==> config.mk <==
export PLATFORM = sky130hd
export DESIGN_NAME = mtr_top
export DESIGN_NICKNAME = d
export VERILOG_FILES = /design/src/rtl/mtr_pkg.sv /design/src/rtl/mtr_ctrl.sv /design/src/rtl/mtr_dp.sv /design/src/rtl/mtr_top.sv
export SDC_FILE = /design/constraint.sdc
export NUM_CORES = 1
export LEC_CHECK = 0
export ABC_CLOCK_PERIOD_IN_PS = 900
export BUFFER_PORTS_ARGS = -buffer_cell sky130_fd_sc_hd__clkbuf_2
export CORE_AREA = 2 2 39 41
export CTS_CLUSTER_SIZE = 25
export DETAILED_ROUTE_END_ITERATION = 12
export DIE_AREA = 0 0 41 43
export PLACE_DENSITY = 0.73
export SKIP_LAST_GASP = 1
export SLEW_MARGIN = 20
export SYNTH_ARGS = -nofsm -noshare
export SYNTH_HDL_FRONTEND = slang
export SYNTH_SLANG_ARGS = --single-unit
==> constraint.sdc <==
create_clock -name clk -period 0.9 [get_ports clk]
set_clock_uncertainty 0.1 [all_clocks]
set_input_delay 0.18 -clock clk [delete_from_list [all_inputs] [get_ports clk]]
set_output_delay 0.18 -clock clk [all_outputs]
set_load 0.02 [all_outputs]
==> src/rtl/mtr_pkg.sv <==
package mtr_pkg;
  localparam int MT_W  = 2;
  localparam int STG_W = 2;

  typedef enum logic [MT_W-1:0] {
    MT_PMA = 2'd0,
    MT_NC  = 2'd1,
    MT_IO  = 2'd2,
    MT_RSV = 2'd3
  } mtype_e;

  typedef enum logic [STG_W-1:0] {
    FS_NONE = 2'd0,
    FS_G    = 2'd1,
    FS_VS   = 2'd2
  } fstage_e;

  typedef struct packed {
    logic cacheable;
    logic ioOrder;
  } attr_t;

  // strobes from control to datapath
  typedef struct packed {
    logic gApply;
    logic vsApply;
    logic capture;
  } strobe_t;
endpackage

==> src/rtl/mtr_ctrl.sv <==
module mtr_ctrl
  import mtr_pkg::*;
(
  input  logic             clk,
  input  logic             rst_n,
  input  logic             reqValid,
  input  logic             gOn,
  input  logic             gLeaf,
  input  logic [MT_W-1:0]  gType,
  input  logic             vsOn,
  input  logic             vsLeaf,
  input  logic [MT_W-1:0]  vsType,
  output strobe_t          stb,
  output logic             attrValid,
  output logic             faultValid,
  output logic [STG_W-1:0] faultStage
);
  function automatic logic isBad(logic on, logic leaf, logic [MT_W-1:0] t);
    if (!on) return 1'b0;
    if (leaf) return t == MT_RSV;
    return t != MT_PMA;
  endfunction

  function automatic logic isOverride(logic on, logic leaf, logic [MT_W-1:0] t);
    return on && leaf && (t == MT_NC || t == MT_IO);
  endfunction

  logic gBad, vsBad;
  fstage_e nextStage;

  always_comb begin
    gBad        = isBad(gOn, gLeaf, gType);
    vsBad       = isBad(vsOn, vsLeaf, vsType);
    stb.gApply  = isOverride(gOn, gLeaf, gType);
    stb.vsApply = isOverride(vsOn, vsLeaf, vsType);
    stb.capture = reqValid;
    if (gBad)       nextStage = FS_G;
    else if (vsBad) nextStage = FS_VS;
    else            nextStage = FS_NONE;
  end

  always_ff @(posedge clk or negedge rst_n) begin
    if (!rst_n) begin
      attrValid  <= 1'b0;
      faultValid <= 1'b0;
      faultStage <= FS_NONE;
    end else begin
      attrValid  <= reqValid && (nextStage == FS_NONE);
      faultValid <= reqValid && (nextStage != FS_NONE);
      faultStage <= reqValid ? nextStage : FS_NONE;
    end
  end
endmodule

==> src/rtl/mtr_dp.sv <==
module mtr_dp
  import mtr_pkg::*;
(
  input  logic            clk,
  input  logic            rst_n,
  input  strobe_t         stb,
  input  attr_t           pmaAttr,
  input  logic [MT_W-1:0] gType,
  input  logic [MT_W-1:0] vsType,
  output attr_t           interAttr,
  output attr_t           finalAttr
);
  function automatic attr_t mapType(logic [MT_W-1:0] t, attr_t base);
    attr_t r;
    case (t)
      MT_NC:   r = '{cacheable: 1'b0, ioOrder: 1'b0};
      MT_IO:   r = '{cacheable: 1'b0, ioOrder: 1'b1};
      default: r = base;
    endcase
    return r;
  endfunction

  attr_t interNext, finalNext;

  always_comb begin
    interNext = stb.gApply  ? mapType(gType, pmaAttr)   : pmaAttr;
    finalNext = stb.vsApply ? mapType(vsType, interNext) : interNext;
  end

  always_ff @(posedge clk or negedge rst_n) begin
    if (!rst_n) begin
      interAttr <= '0;
      finalAttr <= '0;
    end else if (stb.capture) begin
      interAttr <= interNext;
      finalAttr <= finalNext;
    end
  end
endmodule

==> src/rtl/mtr_top.sv <==
module mtr_top
  import mtr_pkg::*;
(
  input  logic       clk,
  input  logic       rst_n,
  input  logic       reqValid,
  input  logic       pmaCacheable,
  input  logic       pmaIoOrder,
  input  logic       gOn,
  input  logic       gLeaf,
  input  logic [1:0] gType,
  input  logic       vsOn,
  input  logic       vsLeaf,
  input  logic [1:0] vsType,
  output logic       attrValid,
  output logic       finalCacheable,
  output logic       finalIoOrder,
  output logic       ptCacheable,
  output logic       ptIoOrder,
  output logic       faultValid,
  output logic [1:0] faultStage
);
  strobe_t stb;
  attr_t   pmaAttr, interAttr, finalAttr;

  assign pmaAttr = '{cacheable: pmaCacheable, ioOrder: pmaIoOrder};

  mtr_ctrl u_ctrl (
    .clk(clk), .rst_n(rst_n), .reqValid(reqValid),
    .gOn(gOn), .gLeaf(gLeaf), .gType(gType),
    .vsOn(vsOn), .vsLeaf(vsLeaf), .vsType(vsType),
    .stb(stb), .attrValid(attrValid), .faultValid(faultValid),
    .faultStage(faultStage)
  );

  mtr_dp u_dp (
    .clk(clk), .rst_n(rst_n), .stb(stb), .pmaAttr(pmaAttr),
    .gType(gType), .vsType(vsType),
    .interAttr(interAttr), .finalAttr(finalAttr)
  );

  assign finalCacheable = finalAttr.cacheable;
  assign finalIoOrder   = finalAttr.ioOrder;
  assign ptCacheable    = interAttr.cacheable;
  assign ptIoOrder      = interAttr.ioOrder;
endmodule

After elaboration in Yosys (flattened, before gate mapping) --
Cells that the tools add are included.
Cells by class: add/subtract/negate cells 0, multipliers 0, div/mod/pow operators 0, magnitude comparators 0, equality and inequality tests 6, shift-type cells 0, mux-type cells 19, bitwise operators 0, reduce and logical (&&, ||, !) cells 12
Operator list (count):
- two-way mux 1 bit | 12
- two-way mux 2 bit | 5
- equality test 2 bit (second input constant) | 4
- case mux 2 bit (2 select lines) | 2
- logical AND 1 bit | 6
- nonzero test 2 bit | 3
- equality test 2 x 1 -> 1 bit (second input constant) | 2
- zero test 2 bit | 1
- logical OR 1 bit | 2
Word-level totals: bits in registers 8, latch bits 0, RAM bits 0, bits in read-only memories 0, input bits 13, output and inout port bits 8, logic and storage cells 44, memories kept 0

Logic depth before layout (Yosys ltp) --
Gate-level depths: netlist of the first run.
depth after elaboration 8, depth in mapped cells 5, gate-level depth less buffers 5

By module --
Synthesis of the first run repeated with hierarchy kept, for this count alone.
Unflattened totals: cells, all modules 49, area total of the unflattened synthesis 503.0 µm²
Modules (own cells, without submodules):
- mtr_ctrl | instances 1, cells an instance 26, area an instance 275.3 µm², seq. area each 100.1 µm²
- mtr_dp | instances 1, cells an instance 23, area an instance 227.7 µm², seq. area each 100.1 µm²

Worst setup path after synthesis of the first run --
No wires, ideal clock.
path type input-to-reg, start point in vsType[0], end point reg u_dp.finalAttr[0] (netlist name), library setup time 0.124 ns, data arrival time 0.917 ns, data required time 0.676 ns, slack -0.241 ns, stages 5, buffers on the path 0, path through inv_1 ha_1 and3_1 a211oi_2 o2bb2ai_1
On the way: cells in the longest elaborated chain, start to end 4, elaborated cells between the ends (all ways) 6, classes of those cells eq/ne (2); mux (2); reduce/logical (2)
Ends and longest elaborated chain:
- from (decl) | RTL line mtr_top.sv:14 | input logic [1:0] vsType,
- branches (longest 3 deep; another with equality test 2 bit)
- two-way mux 2 bit * | RTL line mtr_dp.sv:27 | finalNext = stb.vsApply ? mapType(vsType, interNext) : interNext;
Every way passes the cells marked *. A chain may end at the register's enable or synchronous reset.

Worst setup path in the final report of the first run --
start point reg u_dp.finalAttr[0] (netlist name), end point out finalIoOrder
RTL lines:
- to (decl) | RTL line mtr_top.sv:17 | output logic finalIoOrder,
No word-level cell between the ends.

==> results.toml, run 1 <==
[run_status]
status = "finished, violations left"
violations = "negative setup slack"

[final_layout]
fin_util_pct = 62.0
final_common_cell = "clkbuf_2"
area_growth_pct = 89.5
most-common-layout-cells = "9 x clkbuf_2, 8 x dfrtp_1, 7 x buf_6, 6 x buf_4"
nNetsFinal = 94
layout-drive-gt1-share_pct = 68.5
n_antenna_cell = 0
stdcell_count = 89

[clock_tree]
cts_max_path_buffers = 2
clk_pin_slew_worst_paths_ns = 0.05
cts_tree = "built"
root_buffer = "clkbuf_4"
h-tree-depth = 1
numCtsBuffers = 3
clkSinkCount = 8
insertion_delay_ns = 0.25

[timing]
finalWorstPathRequiredPeriod_ns = 1.08
rsz0062_at_grt = "yes"
worst_pin_slew_ns = 0.202
relSlewSlack_pct = 86.5
setup_violations = 11
setup_ws_ns = -0.175
timing.fmax_ghz = 0.930
finalMaxSlewViolations = 0
finalHoldViolCount = 0
min_period_over_period_pct = 119

[placement]
post-dp-hpwl_um = 843
portBuffers = 20
dp_cells = 83
place_congestion = 0.694

[job]
drv_cap = 0

[logic_synthesis]
ys_ff_latch = 8
syn_area_per_cell_sq_um = 10.5
yosys_warnings = 0
netlist_area_sq_um = 453
seq_area_frac_synth_pct = 44.2
yosysUniqueCellTypes = 14
syn_nets = 62
synthCells = 43

[critical_path]
crit_type = "flip-flop to output port"
critPathMaxStageDelay_ns = 0.40
cp_cell_sequence = "buf_6"
cp_max_fo = 2
cp.arrival_ns = 0.80
required_ns = 0.62
setup.worst_path.start_class = "flip-flop"
critPathBufInv = 1
crit_path_end_kind = "output port"
reg2reg_setup_slack_ns = -0.05
slowest_stage = "dfrtp_1"
cpLargestDelayFamily = "flip-flops"

[floorplanning]
core-area_sq_mm = 0.00138
fp.dieW_um = 41
dieArea_sq_mm = 0.00176
die_h_um = 43
initial_core_util_pct = 32.7
num_rows = 14
io_pins = 21

[global_route]
grt_overflow = 0
grtUsageTotal_pct = 15.4
grt_max_degree = 9
antenna_found_initial = 0
grt_pass1_vias = 447
grt_pass1_wl_um = 1810

[power_and_ir_drop]
vdd_ir_drop_max_uv = 470
leakage_nw = 0.399
power.density_mw_per_mm2 = 1190

[detailed_routing]
first_pass_iters = 4
wl_per_cell_um = 12.3
vias = 427
viasPerCell = 4.80
drt.antenna.violating_nets = 0
initialDrtViolationCount = 6
finalWirelength_um = 1090
drc = 0

[min_path]
hold_path_class = "primary input to flip-flop"
-- path summary, 6_finish.rpt --
check / startpoint / cells past startpoint / to
hold / removal: pmaCacheable / 3 / u_dp.finalAttr[1]
hold reg to reg: u_dp.finalAttr[0] / 1 / u_dp.finalAttr[0]
max in group asynchronous: rst_n / 2 / u_ctrl.faultStage[1]
min in group asynchronous: rst_n / 2 / u_dp.finalAttr[1]
setup / recovery: u_dp.finalAttr[0] / 1 / finalIoOrder
setup reg to reg: u_dp.finalAttr[1] / 3 / u_dp.finalAttr[1]
-- per-stage QoR --
step                      instance area (sq um)  setup slack [ns]  power, mW  TNS [ns]  hold WS (ns)
final                                       858            -0.175       1.02     -1.33        0.0658
after global routing                        858            -0.202       1.09     -1.69        0.0676
after CTS                                   786            -0.189      0.974     -1.35        0.0617
after detailed placement                    704            -0.475      0.674     -2.72       -0.0645
after global placement                      704            -0.409      0.665     -2.41       -0.0710
after floorplan                             554            -0.155      0.550    -0.271        -0.216
-- synth_stat cells --
master | n | area share (%)
nor3b_2 | 1 | 2.8
and2_4 | 2 | 3.9
nor2_1 | 4 | 3.3
inv_1 | 6 | 5.0
ha_1 | 6 | 17
and4_2 | 1 | 2.2
and3_1 | 2 | 2.8
o21ai_2 | 2 | 3.9
a211oi_2 | 1 | 2.8
a21oi_1 | 3 | 3.3
nand3_1 | 3 | 3.3
dfrtp_1 | 8 | 44
o2bb2ai_1 | 2 | 3.9
o21ai_0 | 2 | 2.2
-- area by class of cell --
| type | count | area (sq um) |
|---|---|---|
| inverters | 6 | 42.5 |
| multi-input cells | 29 | 333 |
| flip-flops and latches | 8 | 200 |
| fillers | 105 | 526 |
| clock buffers | 3 | 22.5 |
| repair buffers | 27 | 240 |
| well taps | 16 | 20.0 |
-- timing repair --
action                                 in CTS  in global routing
resized for setup                           7                 27
buffers inserted                            1                  1
setup endpoints to repair                  15                 14
pin swaps                                   0                  5
gates cloned                                0                  0
hold buffers                                1                  0
endpoints found under the hold margin       8                  0
-- per-layer routing --
metal | track usage, % | wire, um | up-vias
met5 | 0 | 0 | -
met3 | 1.57 | 83 | 0
li1 | - | - | 206
met2 | 27.2 | 616 | 17
met4 | 8.00 | 0 | 0
met1 | 16.4 | 391 | 204
-- state kept, by name, summed over array words and instances (netlist names) --
register,cells
u_ctrl.faultStage,2
u_ctrl.faultValid,1
u_dp.interAttr,2
u_dp.finalAttr,2
u_ctrl.attrValid,1
-- kinds of logic after synthesis --
logic type | share of synthesized area [%]
flip-flops | 44.2
AND/OR/NAND/NOR | 18.2
AO/OA/AOI/OAI | 16.0
adder cells (fa/ha/maj) | 16.6
buffers and inverters | 4.97
-- where the power goes --
| group | switching [mW] | internal (mW) | leakage (nW) |
|---|---|---|---|
| clock network | 0.114 | 0.152 | 0.0138 |
| registers | 0.0204 | 0.391 | 0.101 |
| logic | 0.163 | 0.183 | 0.284 |
| total | 0.298 | 0.726 | 0.399 |
Note: power is estimated with default switching activity, not from simulation.
==> run 2, diff against run 1 <==
--- a/config.mk
+++ b/config.mk
@@ -11,6 +11,7 @@
 export CTS_CLUSTER_SIZE = 25
 export DETAILED_ROUTE_END_ITERATION = 12
 export DIE_AREA = 0 0 41 43
+export MAX_ROUTING_LAYER = met4
 export PLACE_DENSITY = 0.73
 export SKIP_LAST_GASP = 1
 export SLEW_MARGIN = 20
==> results.toml, run 2 (same netlist as run 1, synthesis figures left out) <==
[run_status]
status = "finished, violations left"
violations = "negative setup slack"

[final_layout]
stdcell_count = 89
reg_top3 = "u_ctrl.faultStage (2), u_dp.finalAttr (2), u_dp.interAttr (2)"
area_growth_pct = 89.5
n_antenna_cell = 0
final_common_cell = "clkbuf_2"
most-common-layout-cells = "9 x clkbuf_2, 8 x dfrtp_1, 7 x buf_6, 6 x buf_4"
stdcell_area_sq_um = 858
fin_util_pct = 62.0
n_fill_cell = 105
layout-drive-gt1-share_pct = 68.5
nNetsFinal = 94

[detailed_routing]
viasPerCell = 4.80
drt.antenna.violating_nets = 0
drc = 0
vias = 427
initialDrtViolationCount = 4
finalWirelength_um = 1090
wl_per_cell_um = 12.3
first_pass_iters = 2

[power_and_ir_drop]
leakage_nw = 0.399
power.density_mw_per_mm2 = 1200
vdd_ir_drop_max_uv = 477

[global_route]
grt_pass1_wl_um = 1840
antenna_found_initial = 0
grtUsageTotal_pct = 15.9
grt_busiest_layer = "met2"
use_met3_pct = 1.57
use_met2_pct = 27.2
grt_max_degree = 9
grt_pass1_vias = 442
grt_overflow = 0
grt_use_met1_pct = 17.0

[floorplanning]
dieArea_sq_mm = 0.00176
initial_core_util_pct = 32.7
num_rows = 14
die_h_um = 43
fp.dieW_um = 41
io_pins = 21
core-area_sq_mm = 0.00138

[placement]
portBuffers = 20
post-dp-hpwl_um = 843
place_area_sq_um = 704
dp_cells = 83
place_congestion = 0.701

[min_path]
hold_path_class = "primary input to flip-flop"

[timing]
finalMaxSlewViolations = 0
worst_pin_slew_ns = 0.207
relSlewSlack_pct = 86.2
min_period_over_period_pct = 120
setup_violations = 11
finalWorstPathRequiredPeriod_ns = 1.08
setup_ws_ns = -0.178
fin_hold_ws_ns = 0.0629
finalHoldViolCount = 0
rsz0062_at_grt = "yes"
timing.fmax_ghz = 0.927

[job]
drv_cap = 0

[critical_path]
cp.arrival_ns = 0.80
crit_path_end_kind = "output port"
crit_type = "flip-flop to output port"
setup.worst_path.start_class = "flip-flop"
cp_cell_sequence = "buf_6"
critPathBufInv = 1
slowest_stage = "dfrtp_1"
critPathMaxStageDelay_ns = 0.40
reg2reg_setup_slack_ns = -0.05
cpLargestDelayFamily = "flip-flops"
cp_max_fo = 2
required_ns = 0.62

[clock_tree]
cts_max_path_buffers = 2
h-tree-depth = 1
clkSinkCount = 8
numCtsBuffers = 3
cts_tree = "built"
clk_pin_slew_worst_paths_ns = 0.05
root_buffer = "clkbuf_4"
insertion_delay_ns = 0.25
-- run 2: cell counts in the layout (fill, tap and decap cells not counted) --
No cell type changed its count.
-- run 2: layout make-up --
cell class | instances | area [sq um] | share of cell area, %
well taps | 16 | 20.0 | 2.33
inverters | 6 | 42.5 | 4.96
clock buffers | 3 | 22.5 | 2.62
flip-flops and latches | 8 | 200 | 23.3
multi-input cells | 29 | 333 | 38.8
repair buffers | 27 | 240 | 28.0
-- run 2: final timing paths --
check | from | end | cells after the start
max reg2reg | u_dp.finalAttr[1] | u_dp.finalAttr[1] | 3
max | u_dp.finalAttr[0] | finalIoOrder | 1
min in group asynchronous | rst_n | u_dp.finalAttr[1] | 2
min reg2reg | u_dp.finalAttr[0] | u_dp.finalAttr[0] | 1
max in group asynchronous | rst_n | u_ctrl.faultStage[1] | 2
min | pmaCacheable | u_dp.finalAttr[1] | 3
-- run 2: routing by layer --
metal  up-vias  routed length [um]
li1        207                   -
met1       199                 394
met2        19                 596
met3         2                  86
met4         0                  13
met5         -                   0
-- run 2: stage by stage --
stage / setup TNS (ns) / total power [mW] / worst slack, ns
global route: -1.69 / 1.09 / -0.202
floorplan: -0.271 / 0.550 / -0.155
global placement: -2.41 / 0.665 / -0.409
detailed placement: -2.72 / 0.674 / -0.475
finish: -1.35 / 1.03 / -0.178
CTS: -1.35 / 0.974 / -0.189
-- run 2: power by group --
group	total [mW]	switching, mW	internal [mW]	leakage (nW)
clock	0.271	0.119	0.152	0.0138
sequential	0.411	0.0204	0.391	0.101
combinational	0.346	0.163	0.183	0.284
total	1.03	0.302	0.726	0.399
-- run 2: repair_timing --
action,4_1_cts,5_1_grt
hold endpoints to repair,8,0
setup buffers,1,1
resized for setup,7,27
pin swaps,0,5
hold buffers,1,0
endpoints found under the setup margin,15,14
==> run 3, diff against run 2 <==
--- a/config.mk
+++ b/config.mk
@@ -6,13 +6,13 @@
 export NUM_CORES = 1
 export LEC_CHECK = 0
 export ABC_CLOCK_PERIOD_IN_PS = 900
-export BUFFER_PORTS_ARGS = -buffer_cell sky130_fd_sc_hd__clkbuf_2
 export CORE_AREA = 2 2 39 41
 export CTS_CLUSTER_SIZE = 25
 export DETAILED_ROUTE_END_ITERATION = 12
 export DIE_AREA = 0 0 41 43
+export DONT_BUFFER_PORTS = 1
 export MAX_ROUTING_LAYER = met4
-export PLACE_DENSITY = 0.73
+export PLACE_DENSITY = 0.6
 export SKIP_LAST_GASP = 1
 export SLEW_MARGIN = 20
 export SYNTH_ARGS = -nofsm -noshare
==> results.toml, run 3 (same netlist as run 1, synthesis figures left out) <==
[detailed_routing]
finalWirelength_um = 933
topRoutingLayerUsed = "met3"
vias = 342
wl_met3_um = 96
drt.antenna.violating_nets = 0
first_pass_iters = 1
initialDrtViolationCount = 0
drc = 0
met1Wirelength_um = 323
wl_per_cell_um = 13.5
viasPerCell = 4.96
met2WireLength_um = 513

[timing]
finalMaxSlewViolations = 0
min_period_over_period_pct = 119
setup_ws_ns = -0.169
setup_violations = 8
finalWorstPathRequiredPeriod_ns = 1.07
finalHoldViolCount = 3
finalSetupTns_ns = -0.773
worst_pin_slew_ns = 0.353
rsz0062_at_grt = "yes"
fin_hold_ws_ns = -0.0461
timing.fmax_ghz = 0.935
relSlewSlack_pct = 76.4

[final_layout]
area_growth_pct = 51.4
layout-drive-gt1-share_pct = 62.3
reg_top3 = "u_ctrl.faultStage (2), u_dp.finalAttr (2), u_dp.interAttr (2)"
seqCellArea_sq_um = 208
n_antenna_cell = 0
nNetsFinal = 74
multi_input_area_sq_um = 314
final_common_cell = "dfrtp_2"
stdcell_area_sq_um = 686
n_fill_cell = 131
most-common-layout-cells = "6 x dfrtp_2, 4 x ha_4, 3 x inv_4, 3 x a21oi_1, 3 x clkbuf_4"

[critical_path]
cp_max_fo = 2
required_ns = 0.62
setup.worst_path.start_class = "flip-flop"
crit_type = "flip-flop to output port"
critPathBufInv = 1
cp_cell_sequence = "buf_12"
slowest_stage = "dfrtp_1"
cpLargestDelayFamily = "flip-flops"
cp.arrival_ns = 0.79
critPathMaxStageDelay_ns = 0.40
rr_endpoint = "u_dp.interAttr[0]"
r2r-start = "u_dp.interAttr[0]"
ff2ff_path_depth = 3
crit_path_end_kind = "output port"
reg2reg_setup_slack_ns = 0.03

[floorplanning]
die_h_um = 43
core-area_sq_mm = 0.00138
io_pins = 21
num_rows = 14
initial_core_util_pct = 32.7
dieArea_sq_mm = 0.00176
fp.dieW_um = 41

[placement]
place_congestion = 0.713
post-dp-hpwl_um = 772
pre_cts_slack_ns = -0.198
place_area_sq_um = 609
portBuffers = 0

[power_and_ir_drop]
leakage_nw = 0.290
power.density_mw_per_mm2 = 1320
seq_power_share_pct = 48.9
vdd_ir_drop_max_uv = 374
clkPwrFrac_pct = 30.1
power.internal_mw = 0.655
power_mw = 0.905
p_sw_share_pct = 27.6
power_switching_mw = 0.249
combPwrFrac_pct = 21.0

[clock_tree]
insertion_delay_ns = 0.25
clkSinkCount = 8
root_buffer = "clkbuf_4"
h-tree-depth = 1
clk_pin_slew_worst_paths_ns = 0.05
cts_max_path_buffers = 2
cts_tree = "built"
numCtsBuffers = 3
cts_hold_buf = 3

[min_path]
holdPathStages = 2
hold_path_class = "primary input to flip-flop"
min-delay-start = "vsOn"
whs_endpoint = "u_ctrl.faultStage[1]"

[run_status]
status = "finished, violations left"
violations = "negative hold slack, negative setup slack"

[job]
drv_cap = 0

[global_route]
antenna_found_initial = 0
grtUsageTotal_pct = 13.3
grt_pass1_vias = 359
grt_pass1_wl_um = 1500
grt_max_degree = 9
grt_overflow = 0
==> run 3: cell count changes in the layout (fill, tap and decap cells not counted), sizes merged <==
| cell | previous run | this run |
|---|---|---|
| clkbuf | 15 | 3 |
| buf | 14 | 4 |
| dlygate4sd3 | 1 | 2 |
| dlymetal6s4s | 0 | 1 |
==> run 3: repair_timing <==
action / in CTS / in global routing
endpoints found under the hold margin: 15 / 2
setup buffers: 0 / 1
gates resized for setup: 4 / 5
endpoints found under the setup margin: 8 / 12
==> run 3: worst max-delay path by stage <==
stage / slack [ns] / startpoint / cells past startpoint / to
final: -0.17 / u_dp.interAttr[0] / 1 / ptIoOrder
after global routing: -0.19 / u_dp.interAttr[0] / 1 / ptIoOrder
after CTS: -0.18 / u_dp.interAttr[0] / 1 / ptIoOrder
after detailed placement: -0.20 / gType[1] / 5 / u_dp.finalAttr[0]
after global placement: -0.18 / gType[1] / 5 / u_dp.finalAttr[0]
after floorplan: -0.15 / gType[1] / 5 / u_dp.finalAttr[0]
==> run 3: power groups by stage <==
| stage | clock [mW] | combinational [mW] | sequential, mW |
|---|---|---|---|
| final | 0.273 | 0.190 | 0.442 |
| after global routing | 0.298 | 0.210 | 0.446 |
| after CTS | 0.278 | 0.184 | 0.441 |
| after detailed placement | 0 | 0.160 | 0.444 |
| after global placement | 0 | 0.154 | 0.443 |
| after floorplan | 0 | 0.102 | 0.448 |
==> run 3: per-layer routing <==
layer  vias to the layer above  GRT usage (%)
met2                        14           20.0
met4                         0           12.0
met1                       161           14.4
met3                         0           1.57
met5                         -              -
li1                        167              -
==> run 3: cell type report <==
| class | count | share of cell area, % |
|---|---|---|
| well taps | 16 | 2.92 |
| repair buffers | 7 | 11.5 |
| clock buffers | 3 | 3.28 |
| flip-flops and latches | 8 | 30.3 |
| multi-input cells | 29 | 45.8 |
| inverters | 6 | 6.20 |
==> run 3: metrics by stage <==
step | cells | utilization [%]
4_1_cts | 68 | 48.4
6_report | 69 | 49.5
5_1_grt | 69 | 49.5
3_3_place_gp | 62 | 44.0
2_1_floorplan | 43 | -
3_5_place_dp | 62 | 44.0
